**src/rtl/sm4ks_pkg.sv**
```systemverilog
package sm4ks_pkg;
  localparam int WORD_W = 32;
  localparam int BYTE_W = 8;
  localparam int NWORDS = 4;
  localparam int KEY_W  = WORD_W * NWORDS;

  // fixed constant folded into the key in the first round only
  localparam logic [KEY_W-1:0] FAMILY_CONST =
    {32'ha3b1bac6, 32'h56aa3350, 32'h677d9197, 32'hb27022dc};

  // low byte of the field polynomial x^8+x^7+x^6+x^5+x^4+x^2+1
  localparam logic [7:0] GF_POLY = 8'hF5;
  localparam logic [7:0] AFF_C   = 8'hD3;

  function automatic logic [7:0] gf_mul(input logic [7:0] a, input logic [7:0] b);
    logic [7:0] p;
    logic [7:0] sh;
    p  = 8'h00;
    sh = a;
    for (int i = 0; i < 8; i++) begin
      if (b[i]) p = p ^ sh;
      sh = sh[7] ? ({sh[6:0], 1'b0} ^ GF_POLY) : {sh[6:0], 1'b0};
    end
    return p;
  endfunction

  // a^254 is the multiplicative inverse, and 0 maps to 0
  function automatic logic [7:0] gf_inv(input logic [7:0] a);
    logic [7:0] sq;
    logic [7:0] acc;
    sq  = a;
    acc = 8'h01;
    for (int i = 0; i < 7; i++) begin
      sq  = gf_mul(sq, sq);
      acc = gf_mul(acc, sq);
    end
    return acc;
  endfunction

  function automatic logic [7:0] affine(input logic [7:0] a);
    return a ^ {a[0], a[7:1]} ^ {a[1:0], a[7:2]} ^ {a[4:0], a[7:5]}
             ^ {a[6:0], a[7]} ^ AFF_C;
  endfunction

  function automatic logic [7:0] subst_byte(input logic [7:0] a);
    return affine(gf_inv(affine(a)));
  endfunction

  function automatic logic [WORD_W-1:0] rotl(input logic [WORD_W-1:0] v, input int n);
    return (v << n) | (v >> (WORD_W - n));
  endfunction

  // byte j of the round constant is 7*(4r+j) mod 256, byte 0 on top
  function automatic logic [WORD_W-1:0] round_const(input int r);
    logic [WORD_W-1:0] w;
    int v;
    w = '0;
    for (int j = 0; j < 4; j++) begin
      v = (7 * (4 * r + j)) & 255;
      w[WORD_W-1-BYTE_W*j -: BYTE_W] = v[7:0];
    end
    return w;
  endfunction
endpackage

```
**src/rtl/sm4ks_mix.sv**
```systemverilog
module sm4ks_mix
  import sm4ks_pkg::*;
(
  input  logic [WORD_W-1:0] din,
  output logic [WORD_W-1:0] dout
);
  localparam int NBYTES = WORD_W / BYTE_W;

  logic [WORD_W-1:0] subbed;

  for (genvar g = 0; g < NBYTES; g++) begin : g_byte
    assign subbed[g*BYTE_W +: BYTE_W] = subst_byte(din[g*BYTE_W +: BYTE_W]);
  end

  assign dout = subbed ^ rotl(subbed, 13) ^ rotl(subbed, 23);
endmodule

```
**src/rtl/sm4ks_round.sv**
```systemverilog
module sm4ks_round
  import sm4ks_pkg::*;
(
  input  logic [KEY_W-1:0]  state_in,
  input  logic              first,
  input  logic [WORD_W-1:0] rconst,
  output logic [KEY_W-1:0]  state_out,
  output logic [WORD_W-1:0] new_word
);
  logic [KEY_W-1:0]  eff;
  logic [WORD_W-1:0] w0, w1, w2, w3, mixed;

  assign eff = first ? (state_in ^ FAMILY_CONST) : state_in;
  assign {w0, w1, w2, w3} = eff;

  sm4ks_mix u_mix (
    .din  (w1 ^ w2 ^ w3 ^ rconst),
    .dout (mixed)
  );

  assign new_word  = mixed ^ w0;
  assign state_out = {w1, w2, w3, new_word};
endmodule

```
**src/rtl/sm4ks_keyram.sv**
```systemverilog
module sm4ks_keyram #(
  parameter int DEPTH = 32,
  parameter int W     = 32,
  localparam int AW   = $clog2(DEPTH)
) (
  input  logic          clk,
  input  logic          we,
  input  logic [AW-1:0] waddr,
  input  logic [W-1:0]  wdata,
  input  logic [AW-1:0] raddr,
  output logic [W-1:0]  rdata
);
  logic [W-1:0] mem [DEPTH];

  always_ff @(posedge clk) begin
    if (we) mem[waddr] <= wdata;
    rdata <= mem[raddr];
  end
endmodule

```
**src/rtl/sm4_key_expander.sv**
```systemverilog
module sm4_key_expander
  import sm4ks_pkg::*;
#(
  parameter int ROUNDS = 32,
  localparam int IDX_W = $clog2(ROUNDS)
) (
  input  logic              clk,
  input  logic              rst,
  input  logic              req_valid,
  output logic              req_ready,
  input  logic [KEY_W-1:0]  req_key,
  output logic              done,
  input  logic [IDX_W-1:0]  rd_idx,
  output logic [WORD_W-1:0] rd_key
);
  localparam logic [IDX_W-1:0] LAST = IDX_W'(ROUNDS - 1);

  logic              busy;
  logic [IDX_W-1:0]  rnd;
  logic [KEY_W-1:0]  state, state_nx;
  logic [WORD_W-1:0] rk_new, rconst;
  logic              accept;

  assign req_ready = !busy;
  assign accept    = req_valid && !busy;
  assign rconst    = round_const(int'(rnd));

  sm4ks_round u_round (
    .state_in  (state),
    .first     (rnd == '0),
    .rconst    (rconst),
    .state_out (state_nx),
    .new_word  (rk_new)
  );

  always_ff @(posedge clk) begin
    if (rst) begin
      busy  <= 1'b0;
      done  <= 1'b0;
      rnd   <= '0;
      state <= '0;
    end else if (accept) begin
      busy  <= 1'b1;
      done  <= 1'b0;
      rnd   <= '0;
      state <= req_key;
    end else if (busy) begin
      state <= state_nx;
      rnd   <= rnd + 1'b1;
      if (rnd == LAST) begin
        busy <= 1'b0;
        done <= 1'b1;
      end
    end
  end

  sm4ks_keyram #(.DEPTH(ROUNDS), .W(WORD_W)) u_ram (
    .clk   (clk),
    .we    (busy),
    .waddr (rnd),
    .wdata (rk_new),
    .raddr (rd_idx),
    .rdata (rd_key)
  );
endmodule

```
**config.mk**
```make
export PLATFORM = sky130hd
export DESIGN_NAME = sm4_key_expander
export DESIGN_NICKNAME = d
export VERILOG_FILES = /design/src/rtl/sm4ks_pkg.sv /design/src/rtl/sm4ks_mix.sv /design/src/rtl/sm4ks_round.sv /design/src/rtl/sm4ks_keyram.sv /design/src/rtl/sm4_key_expander.sv
export SDC_FILE = /design/constraint.sdc
export NUM_CORES = 2
export LEC_CHECK = 0
export BUFFER_PORTS_ARGS = -buffer_cell sky130_fd_sc_hd__buf_2
export CORE_ASPECT_RATIO = 1.5
export CORE_MARGIN = 2
export CORE_UTILIZATION = 60
export CTS_BUF_LIST = sky130_fd_sc_hd__clkbuf_8
export CTS_CLUSTER_DIAMETER = 40
export DETAILED_ROUTE_END_ITERATION = 12
export GPL_TIMING_DRIVEN = 0
export PLACE_DENSITY_LB_ADDON = 0.25
export SYNTH_ARGS = -nofsm -noshare
export SYNTH_HDL_FRONTEND = slang
export SYNTH_SLANG_ARGS = --single-unit
```
**constraint.sdc**
```tcl
create_clock -name clk -period 59.5 [get_ports clk]
set_input_delay 5.95 -clock clk [delete_from_list [all_inputs] [get_ports clk]]
set_output_delay 5.95 -clock clk [all_outputs]
set_load 0.03 [all_outputs]
```
==> metrics.cfg <==
[finish]
fill_cells = 16673
final_common_cell = xnor2_1
multi_input_area_um2 = 85000
seq_area_um2 = 34100
final_core_util = 0.647
areaGrowthSynthToFinish_pct = 7.30
num-nets-final = 13883
fin_cells = 16529
drive_gt1_frac = 0.120
final_cell_mix = xnor2_1, nor2_1, edfxtp_1

[routing]
antenna_left = 0
drt_iter0_markers = 12175
vias = 109573
firstDrtPassIters = 9
drc = 0
routedWlPerCell_um = 26.7
routed_via_density = 6.63
wirelength_um = 441000

[timing]
finalHoldViolCount = 0
setup_violations = 0
maxSlewViolCount = 9
relSlewSlack = -0.0143
skew_ns = 0.0420
rsz0062_at_grt = false
fin_crit_sh = 0.544
fmax_mhz = 30.9
worst_pin_slew_ns = 1.51
finalCriticalPeriod_ns = 32.36
setup_tns_ns = 0

[flow_run]
drv_cap = 1

[setup_path]
arrival_ns = 33.02
crit_buf_inv = 19
worst_setup_path_end_kind = flop
rrSetupSlack_ns = 27.14
crit_end = u_ram.mem[15][0]
rr_worst_depth = 101
critPathKind = reg2reg
cp_slowest_cell = a221oi_1
required_ns = 60.15
cp_common_cell = xnor2_1
crit-reg2reg-launch = rnd[2]
slowest_delay_ns = 0.95
worstSetupPathDepth = 101
startpoint = rnd[2]
path_max_fanout = 25
critical-path-top-delay-family = XOR/XNOR gates
reg2reg_to = u_ram.mem[15][0]
start_kind = flop

[die]
boundaryPins = 170
die_w_um = 375
core_region_area_um2 = 205000
die-area_um2 = 210000
fp-row-count = 204
fp.dieH_um = 560
initial_core_util = 0.603

[synth]
synth_seq_area_share = 0.275
synth_enable_flop_cells = 1024
syn_nets = 13497
synth_async_sr_flop_share = 0
synthTopCellsByArea = edfxtp_1, xnor2_1, mux4_2
yosys.area.top_type = edfxtp_1
synthCells = 13306
avgSynthCellArea_um2 = 9.31
ys.flop_type = edfxtp_1
synth_seq_cells = 1191
netlist.area_leader.share = 0.248
synth_warnings = 0
syn_area_um2 = 124000
yosysUniqueCellTypes = 166

[global_routing]
antenna_found_initial = 48
grt_pass1_vias = 107680
grt_max_degree = 34
overflow = 0
grt_pass1_wl_um = 659000
grt_use_total = 0.405

[min_path]
min_from = state[88]
hold_class = reg2reg

[cts]
clockBufferDepth = 3
post_cts_buffers = 0
cts_resized = 0
htreeDepth = 4
cts_sinks = 1191
clk_latency_ns = 0.84
cts_buffers = 155
cts_tree = built
cts-root-buf = clkbuf_8
clk_pin_slew_ns = 0.06
hold_buffers = 0

[run_status]
outcome = finished with violations
violations = capacitance limit, slew limit

[place]
port_buffers = 162
hpwl_um = 334000
place_congestion = 1.02
dpl.cell_count = 16213

==> stage by stage <==
step | instance area (µm²) | setup WS [ns] | hold WS, ns
2_1_floorplan | 124000 | 35.39 | 0.470
3_3_place_gp | 128000 | 27.04 | 0.478
3_5_place_dp | 130000 | 28.18 | 0.487
4_1_cts | 133000 | 28.04 | 0.539
5_1_grt | 133000 | 25.77 | 0.561
6_report | 133000 | 27.14 | 0.546
==> synthesized netlist by cell type (30+ instances only) <==
library cell  count
a211oi_1        176
and3_1           55
clkbuf_8         91
xnor2_2         162
mux4_2          336
a221oi_1         53
clkbuf_1        546
and2_1           78
buf_2            99
nand3_1         285
mux2_2           84
nand4_1          42
edfxtp_1       1024
a21oi_1         823
a21o_1           62
nor2_1         1579
nand2b_1         68
a22oi_1          80
inv_1           140
nor3_1          314
o211ai_1         91
nand2_1         987
dfxtp_1         167
nor2b_1          91
o21ai_0         572
xnor2_4          36
o31ai_1          53
mux2i_1         331
o221ai_1         45
o22ai_1         168
o21ai_1          56
ha_1             47
xor2_1          660
buf_1           104
or2_2            36
o21a_1           52
or3_1            61
a31oi_1         113
xnor2_1        2581
nor4_1           30
xnor3_1         124
==> logic make-up after synthesis <==
logic type               count (synthesis)  synth area share
AND/OR/NAND/NOR                       3791             0.136
XOR/XNOR                              3642             0.295
AO/OA/AOI/OAI                         2804             0.148
flip-flops                            1191             0.275
buffers and inverters                 1057            0.0420
multiplexers                           766            0.0977
adder cells (fa/ha/maj)                 55           0.00604
==> worst min path at each step <==
stage,depth (start not counted),slack [ns],endpoint
4_1_cts,2,0.54,done
3_3_place_gp,2,0.48,done
6_report,2,0.55,state[120]
5_1_grt,2,0.56,state[59]
2_1_floorplan,2,0.47,state[120]
3_5_place_dp,2,0.49,done
==> per-layer routing <==
metal,vias to the layer above,GRT usage,wire length [µm]
met2,6761,0.701,214000
met3,1939,0.0881,42800
met1,52567,0.446,150000
li1,48254,-,-
met5,-,0,316
met4,52,0.267,34400
==> cell type report <==
type / count / share of cell area
plain buffers: 874 / 0.0339
repair buffers: 229 / 0.0154
diodes: 27 / 0.000509
flip-flops and latches: 1191 / 0.257
clock inverters: 117 / 0.00558
well taps: 2678 / 0.0252
inverters: 183 / 0.00526
clock buffers: 172 / 0.0178
multi-input cells: 11058 / 0.640
==> registers in the layout (all words and copies together) (netlist names) <==
register and cells:
busy 1, done 1, rnd 5, state 128, u_ram.mem 1024, u_ram.rdata 32
==> worst register-to-register path: cells and delay by family, from the launching register on <==
kind	cells	cell delay, ns
AND/OR/NAND/NOR	15	3.35
buffers and inverters	19	5.73
flip-flops	1	0.83
adder cells (fa/ha/maj)	9	3.77
XOR/XNOR	26	9.23
AO/OA/AOI/OAI	28	8.33
multiplexers	4	0.88
Power is left out: the tool's default activity adds up to more than one toggle a clock period on the data nets, which glitch-free logic cannot reach.
